## config.mk

```make
export PLATFORM = sky130hd
export DESIGN_NAME = hbdrv_pwm_gen
export DESIGN_NICKNAME = d
export VERILOG_FILES = /design/src/rtl/hbdrv_pkg.sv /design/src/rtl/hbdrv_timebase.sv /design/src/rtl/hbdrv_shadow.sv /design/src/rtl/hbdrv_level_map.sv /design/src/rtl/hbdrv_pwm_gen.sv
export SDC_FILE = /design/constraint.sdc
export NUM_CORES = 1
export LEC_CHECK = 0
export BUFFER_PORTS_ARGS = -buffer_cell sky130_fd_sc_hd__buf_4
export CAP_MARGIN = 20
export CORE_UTILIZATION = 60
export DETAILED_ROUTE_END_ITERATION = 7
export PLACE_DENSITY = 0.84
export SYNTH_ARGS = -nofsm -noshare
export SYNTH_HDL_FRONTEND = slang
export SYNTH_SLANG_ARGS = --single-unit
```

## constraint.sdc

```tcl
create_clock -name clk -period 8.75 [get_ports clk]
set_input_delay 0.875 -clock clk [delete_from_list [all_inputs] [get_ports clk]]
set_output_delay 0.875 -clock clk [all_outputs]
set_load 0.05 [all_outputs]
```

## src/rtl/hbdrv_pkg.sv

```systemverilog
package hbdrv_pkg;

    typedef enum logic [1:0] {
        DRV_STATIC    = 2'd0,
        DRV_SIGNMAG   = 2'd1,
        DRV_ANTIPHASE = 2'd2,
        DRV_SPARE     = 2'd3
    } drv_mode_e;

    typedef struct packed {
        logic lead;
        logic trail;
    } leg_pair_t;

    function automatic leg_pair_t brake_pair(input logic hi);
        leg_pair_t p;
        p.lead  = hi;
        p.trail = hi;
        return p;
    endfunction

    function automatic leg_pair_t dir_pair(input logic pos, input logic neg);
        leg_pair_t p;
        p.lead  = pos;
        p.trail = neg;
        return p;
    endfunction

    function automatic drv_mode_e decode_mode(input logic [1:0] code);
        drv_mode_e m;
        case (code)
            2'd1:    m = DRV_SIGNMAG;
            2'd2:    m = DRV_ANTIPHASE;
            2'd3:    m = DRV_SPARE;
            default: m = DRV_STATIC;
        endcase
        return m;
    endfunction

endpackage

```

## src/rtl/hbdrv_timebase.sv

```systemverilog
module hbdrv_timebase #(
    parameter int CNT_W = 8
) (
    input  logic             clk,
    input  logic             rst,
    input  logic [CNT_W-1:0] limit,
    output logic [CNT_W-1:0] cnt,
    output logic             wrap
);
    logic [CNT_W-1:0] cnt_q;

    assign wrap = (cnt_q == limit);
    assign cnt  = cnt_q;

    always_ff @(posedge clk) begin
        if (rst) begin
            cnt_q <= '0;
        end else if (wrap) begin
            cnt_q <= '0;
        end else begin
            cnt_q <= cnt_q + CNT_W'(1);
        end
    end
endmodule

```

## src/rtl/hbdrv_shadow.sv

```systemverilog
module hbdrv_shadow #(
    parameter int CNT_W = 8,
    parameter int SPD_W = 8
) (
    input  logic                     clk,
    input  logic                     rst,
    input  logic                     load,
    input  hbdrv_pkg::drv_mode_e     mode_in,
    input  logic signed [SPD_W-1:0]  speed_in,
    input  logic [CNT_W-1:0]         per_in,
    output hbdrv_pkg::drv_mode_e     mode_act,
    output logic signed [SPD_W-1:0]  speed_act,
    output logic [CNT_W-1:0]         per_act
);
    import hbdrv_pkg::*;

    drv_mode_e               mode_q;
    logic signed [SPD_W-1:0] speed_q;
    logic [CNT_W-1:0]        per_q;

    always_ff @(posedge clk) begin
        if (rst) begin
            mode_q  <= DRV_STATIC;
            speed_q <= '0;
            per_q   <= '0;
        end else if (load) begin
            mode_q  <= mode_in;
            speed_q <= speed_in;
            per_q   <= per_in;
        end
    end

    assign mode_act  = mode_q;
    assign speed_act = speed_q;
    assign per_act   = per_q;
endmodule

```

## src/rtl/hbdrv_level_map.sv

```systemverilog
module hbdrv_level_map #(
    parameter int CNT_W = 8,
    parameter int SPD_W = 8
) (
    input  logic [CNT_W-1:0]         cnt,
    input  hbdrv_pkg::drv_mode_e     mode,
    input  logic signed [SPD_W-1:0]  speed,
    input  logic [CNT_W-1:0]         per,
    output hbdrv_pkg::leg_pair_t     legs
);
    import hbdrv_pkg::*;

    localparam int IW = ((CNT_W > SPD_W) ? CNT_W : SPD_W) + 3;

    logic [IW-1:0]        span;
    logic [IW-1:0]        cnt_x;
    logic signed [IW-1:0] spd_s;
    logic [IW-1:0]        mag;
    logic [IW-1:0]        cmp_sm;
    logic signed [IW-1:0] half_s;
    logic signed [IW-1:0] ap_raw;
    logic [IW-1:0]        cmp_ap;
    logic                 pwm_sm;
    logic                 pwm_ap;
    logic                 neg;
    logic                 pos;

    assign span   = IW'(per) + IW'(1);
    assign cnt_x  = IW'(cnt);
    assign spd_s  = IW'(speed);
    assign neg    = spd_s < 0;
    assign pos    = spd_s > 0;
    assign mag    = neg ? $unsigned(-spd_s) : $unsigned(spd_s);

    // sign/magnitude: high time shrinks as |speed| grows
    assign cmp_sm = (mag >= span) ? '0 : (span - mag);

    // locked anti-phase: centred on half period, saturated to [0, span]
    assign half_s = $signed(span >> 1);
    assign ap_raw = half_s + spd_s;

    always_comb begin
        if (ap_raw < 0) begin
            cmp_ap = '0;
        end else if (ap_raw > $signed(span)) begin
            cmp_ap = span;
        end else begin
            cmp_ap = $unsigned(ap_raw);
        end
    end

    assign pwm_sm = cnt_x < cmp_sm;
    assign pwm_ap = cnt_x < cmp_ap;

    always_comb begin
        case (mode)
            DRV_SIGNMAG: begin
                if (neg) legs = dir_pair(pwm_sm, 1'b1);
                else     legs = dir_pair(1'b1, pwm_sm);
            end
            DRV_ANTIPHASE: legs = dir_pair(pwm_ap, ~pwm_ap);
            default:       legs = dir_pair(pos, neg);
        endcase
    end
endmodule

```

## src/rtl/hbdrv_pwm_gen.sv

```systemverilog
module hbdrv_pwm_gen #(
    parameter int CNT_W = 8,
    parameter int SPD_W = 8
) (
    input  logic                    clk,
    input  logic                    rst,
    input  logic [1:0]              mode_sel,
    input  logic signed [SPD_W-1:0] speed_cmd,
    input  logic                    brake_req,
    input  logic                    brake_hi,
    input  logic [CNT_W-1:0]        period_cfg,
    output logic                    drv_a,
    output logic                    drv_b
);
    import hbdrv_pkg::*;

    logic [CNT_W-1:0]        cnt;
    logic                    wrap;
    drv_mode_e               act_mode;
    logic signed [SPD_W-1:0] act_speed;
    logic [CNT_W-1:0]        act_per;
    leg_pair_t               legs_run;
    leg_pair_t               legs_nxt;
    leg_pair_t               legs_q;

    hbdrv_timebase #(.CNT_W(CNT_W)) u_tb (
        .clk   (clk),
        .rst   (rst),
        .limit (act_per),
        .cnt   (cnt),
        .wrap  (wrap)
    );

    hbdrv_shadow #(.CNT_W(CNT_W), .SPD_W(SPD_W)) u_shadow (
        .clk       (clk),
        .rst       (rst),
        .load      (wrap),
        .mode_in   (decode_mode(mode_sel)),
        .speed_in  (speed_cmd),
        .per_in    (period_cfg),
        .mode_act  (act_mode),
        .speed_act (act_speed),
        .per_act   (act_per)
    );

    hbdrv_level_map #(.CNT_W(CNT_W), .SPD_W(SPD_W)) u_map (
        .cnt   (cnt),
        .mode  (act_mode),
        .speed (act_speed),
        .per   (act_per),
        .legs  (legs_run)
    );

    assign legs_nxt = brake_req ? brake_pair(brake_hi) : legs_run;

    always_ff @(posedge clk) begin
        if (rst) begin
            legs_q <= brake_pair(1'b0);
        end else begin
            legs_q <= legs_nxt;
        end
    end

    assign drv_a = legs_q.lead;
    assign drv_b = legs_q.trail;
endmodule

```

==> results.yml <==
placed_design:
  place_congestion: 0.9305
  placement.io_buffers: 23
  dp.cells: 428
  placed_area_um2: 3113
  pre_cts_ws_ns: 2.372
  dp.final_hpwl_mm: 5.392
power_and_ir_drop:
  power_leakage_nw: 1.508
  peakVddDrop_uv: 303.8
  p_total_mw: 1.399
  powerDensity_nw_per_um2: 439.3
route:
  wl_met2_mm: 3.139
  met3WireLength_um: 285
  vias_per_cell: 6.049
  wl_mm: 6.660
  ant_nets: 0
  routedLengthMet1_mm: 3.113
  num_vias: 2613
  drtPass1Iterations: 5
  wl_per_cell_um: 15.42
  drc: 0
  top_layer_used: "met4"
  dr.first_iter.drc_count: 203
floorplan:
  start_util_pct: 64.43
  core-area_um2: 4474
  fp-row-count: 24
  die_w_um: 71.32
  dieArea_um2: 5086
  pin_count: 24
  fp.dieH_um: 71.32
yosys:
  avgSynthCellArea_um2: 8.052
  synth_warnings: 0
  netlist_area_um2: 2883
  ys_top_cells_by_area: "ha_1 (20%), dfxtp_1 (19%), xnor2_1 (7.0%), mux2i_1 (6.6%), nor2_1 (6.4%)"
  syn_inst: 358
  synth-main-ff-cell: "dfxtp_1"
  yosysMostFrequentCell: "nor2_1"
  netlist.top_cell.by_area: "ha_1"
  synth-seq-cells: 28
  synth-edff-count: 0
  async_flop_share_pct: 0
  synth_top_area_share_pct: 20.40
  synth_nets: 429
  synth_cell_type_count: 46
  ys_seq_area_share_pct: 19.44
  synth_common_cells: "nor2_1 (49), ha_1 (47), dfxtp_1 (28)"
critical_path:
  endpoint_kind: "register"
  crit_fanout: 9
  rrSetupSlack_ns: 2.20
  start_kind: "register"
  crit_top_cell: "ha_1"
  cpMaxStageDelayCell: "o21ai_0"
  reg2reg_depth: 25
  worstReg2RegStart: "u_shadow.per_act[0]"
  required_ns: 8.94
  r2r-end: "drv_b"
  critPathMaxStageDelay_ns: 0.64
  crit_type: "reg -> reg"
  cp.arrival_ns: 6.74
timing:
  fin_crit_sh_pct: 74.82
  rsz0062_at_grt: "no"
  hold_viol: 0
  fin_skew_ns: 0.01007
  fin_ws_ns: 2.203
  tns_ns: 0
  slew_viol_final: 0
  setup-violations-final: 0
  worst_slew_pin_slew_ns: 0.8082
  fmax_mhz: 152.7
  hold_ws_ns: 0.5455
  period_needed_ns: 6.547
  maxSlewHeadroom_pct: 45.55
clock_tree:
  cts_resized: 0
  clock_latency_ns: 0.28
  cts_root_buf: "clkbuf_8"
  clockBufferDepth: 2
  cts_made_buffers: 3
  cts_tree: "built"
  ctsHoldBuffers: 0
  clkTransAtPathRegs_ns: 0.11
  post_cts_buffers: 0
  htreeDepth: 1
  clock_sinks: 28
layout:
  stdcell_count: 432
  multi_input_comb_area_um2: 2205
  fillers: 352
  final_util_pct: 71.17
  antenna_cells: 0
  drive_gt1_share_pct: 9.474
  register_area_um2: 560.5
  nets: 452
  fin_area_um2: 3184
  areaGrowthSynthToFinish_pct: 10.46
global_route:
  grt_max_degree: 23
  grt_pass1_wl_mm: 11.15
  antenna_found_initial: 0
  grt_pass1_vias: 2414
  grt_usage_pct: 27.54
  grt.overflow.total: 0
job:
  maxCapViolCount: 0
worst_hold_path:
  min_path_cells: 2
  whs_endpoint: "u_shadow.mode_act[1]"
  min_from: "u_shadow.mode_act[1]"
  hp-class: "reg -> reg"
status:
  status: "complete, no violations"
==> state kept, by name, indices dropped and copies added (netlist names) <==
register	flops
drv_b	1
u_tb.cnt	8
u_shadow.per_act	8
u_shadow.speed_act	8
drv_a	1
u_shadow.mode_act	2
==> per-layer routing <==
| layer | GRT usage [%] | vias up |
|---|---|---|
| li1 | - | 1309 |
| met1 | 37.52 | 1207 |
| met2 | 47.30 | 82 |
| met3 | 2.250 | 15 |
| met4 | 6.667 | 0 |
| met5 | 0 | - |
==> kinds of logic (layout without fill, tap and decap cells) <==
family          count (synthesis)  after routing  synth area share, %
other cells                     1              1               0.1301
buf+inv                        31             53                4.080
fa+ha+maj                      49             49                21.79
simple gates                  114            114                18.32
mux                            20             20                6.988
compound gates                 76             76                17.40
flops                          28             28                19.44
xor+xnor                       39             39                11.85
==> power breakdown <==
| part | internal (mW) | switching [mW] | leakage, nW |
|---|---|---|---|
| combinational | 0.480 | 0.586 | 1.24 |
| sequential | 0.163 | 0.0641 | 0.229 |
| clock | 0.0613 | 0.0450 | 0.0357 |
| total | 0.704 | 0.695 | 1.51 |
==> how the worst max path moves through the flow <==
stage | endpoint | slack, ns | start | depth (start not counted)
2_1_floorplan | drv_b | 3.09 | u_shadow.per_act[0] | 25
3_3_place_gp | drv_b | 2.37 | u_shadow.per_act[0] | 24
3_5_place_dp | drv_b | 2.37 | u_shadow.per_act[0] | 27
4_1_cts | drv_b | 2.31 | u_shadow.per_act[0] | 27
5_1_grt | drv_b | 1.59 | u_shadow.per_act[0] | 25
6_report | drv_b | 2.20 | u_shadow.per_act[0] | 25
==> worst max-delay path, delay by kind of cell, from the launching register on <==
kind                     cells  cell delay, ns
flip-flops                   1            0.48
XOR/XNOR                     2            0.39
buffers and inverters        3            0.50
adder cells (fa/ha/maj)      4            1.22
AND/OR/NAND/NOR              6            1.00
AO/OA/AOI/OAI               10            2.85
==> area by class of cell <==
| cell class | instances | share of cell area, % |
|---|---|---|
| Multi-Input combinational cell | 299 | 69.23 |
| Inverter | 24 | 2.829 |
| Timing Repair Buffer | 25 | 6.051 |
| Clock buffer | 3 | 1.297 |
| Tap cell | 52 | 2.043 |
| Clock inverter | 1 | 0.9430 |
| Sequential cell | 28 | 17.60 |
==> layout by cell type (no fill, tap or decap), types with 2 or more instances in the layout <==
cell / count
o31ai_1: 3
clkbuf_8: 3
and2_1: 6
a211o_1: 3
o21bai_1: 2
o21a_1: 3
and3_1: 7
fa_1: 2
a211oi_1: 2
buf_4: 23
nor2b_1: 3
a21oi_1: 20
dfxtp_1: 28
a21o_1: 9
or2_2: 2
inv_1: 24
xor2_1: 16
ha_1: 47
a221o_1: 2
nor3_1: 4
o21ai_0: 19
mux2i_1: 19
nand4_1: 8
nand2_1: 18
nand3_1: 13
nor2_1: 49
xnor2_1: 23
No activity file was read; power rests on OpenSTA's default activity.
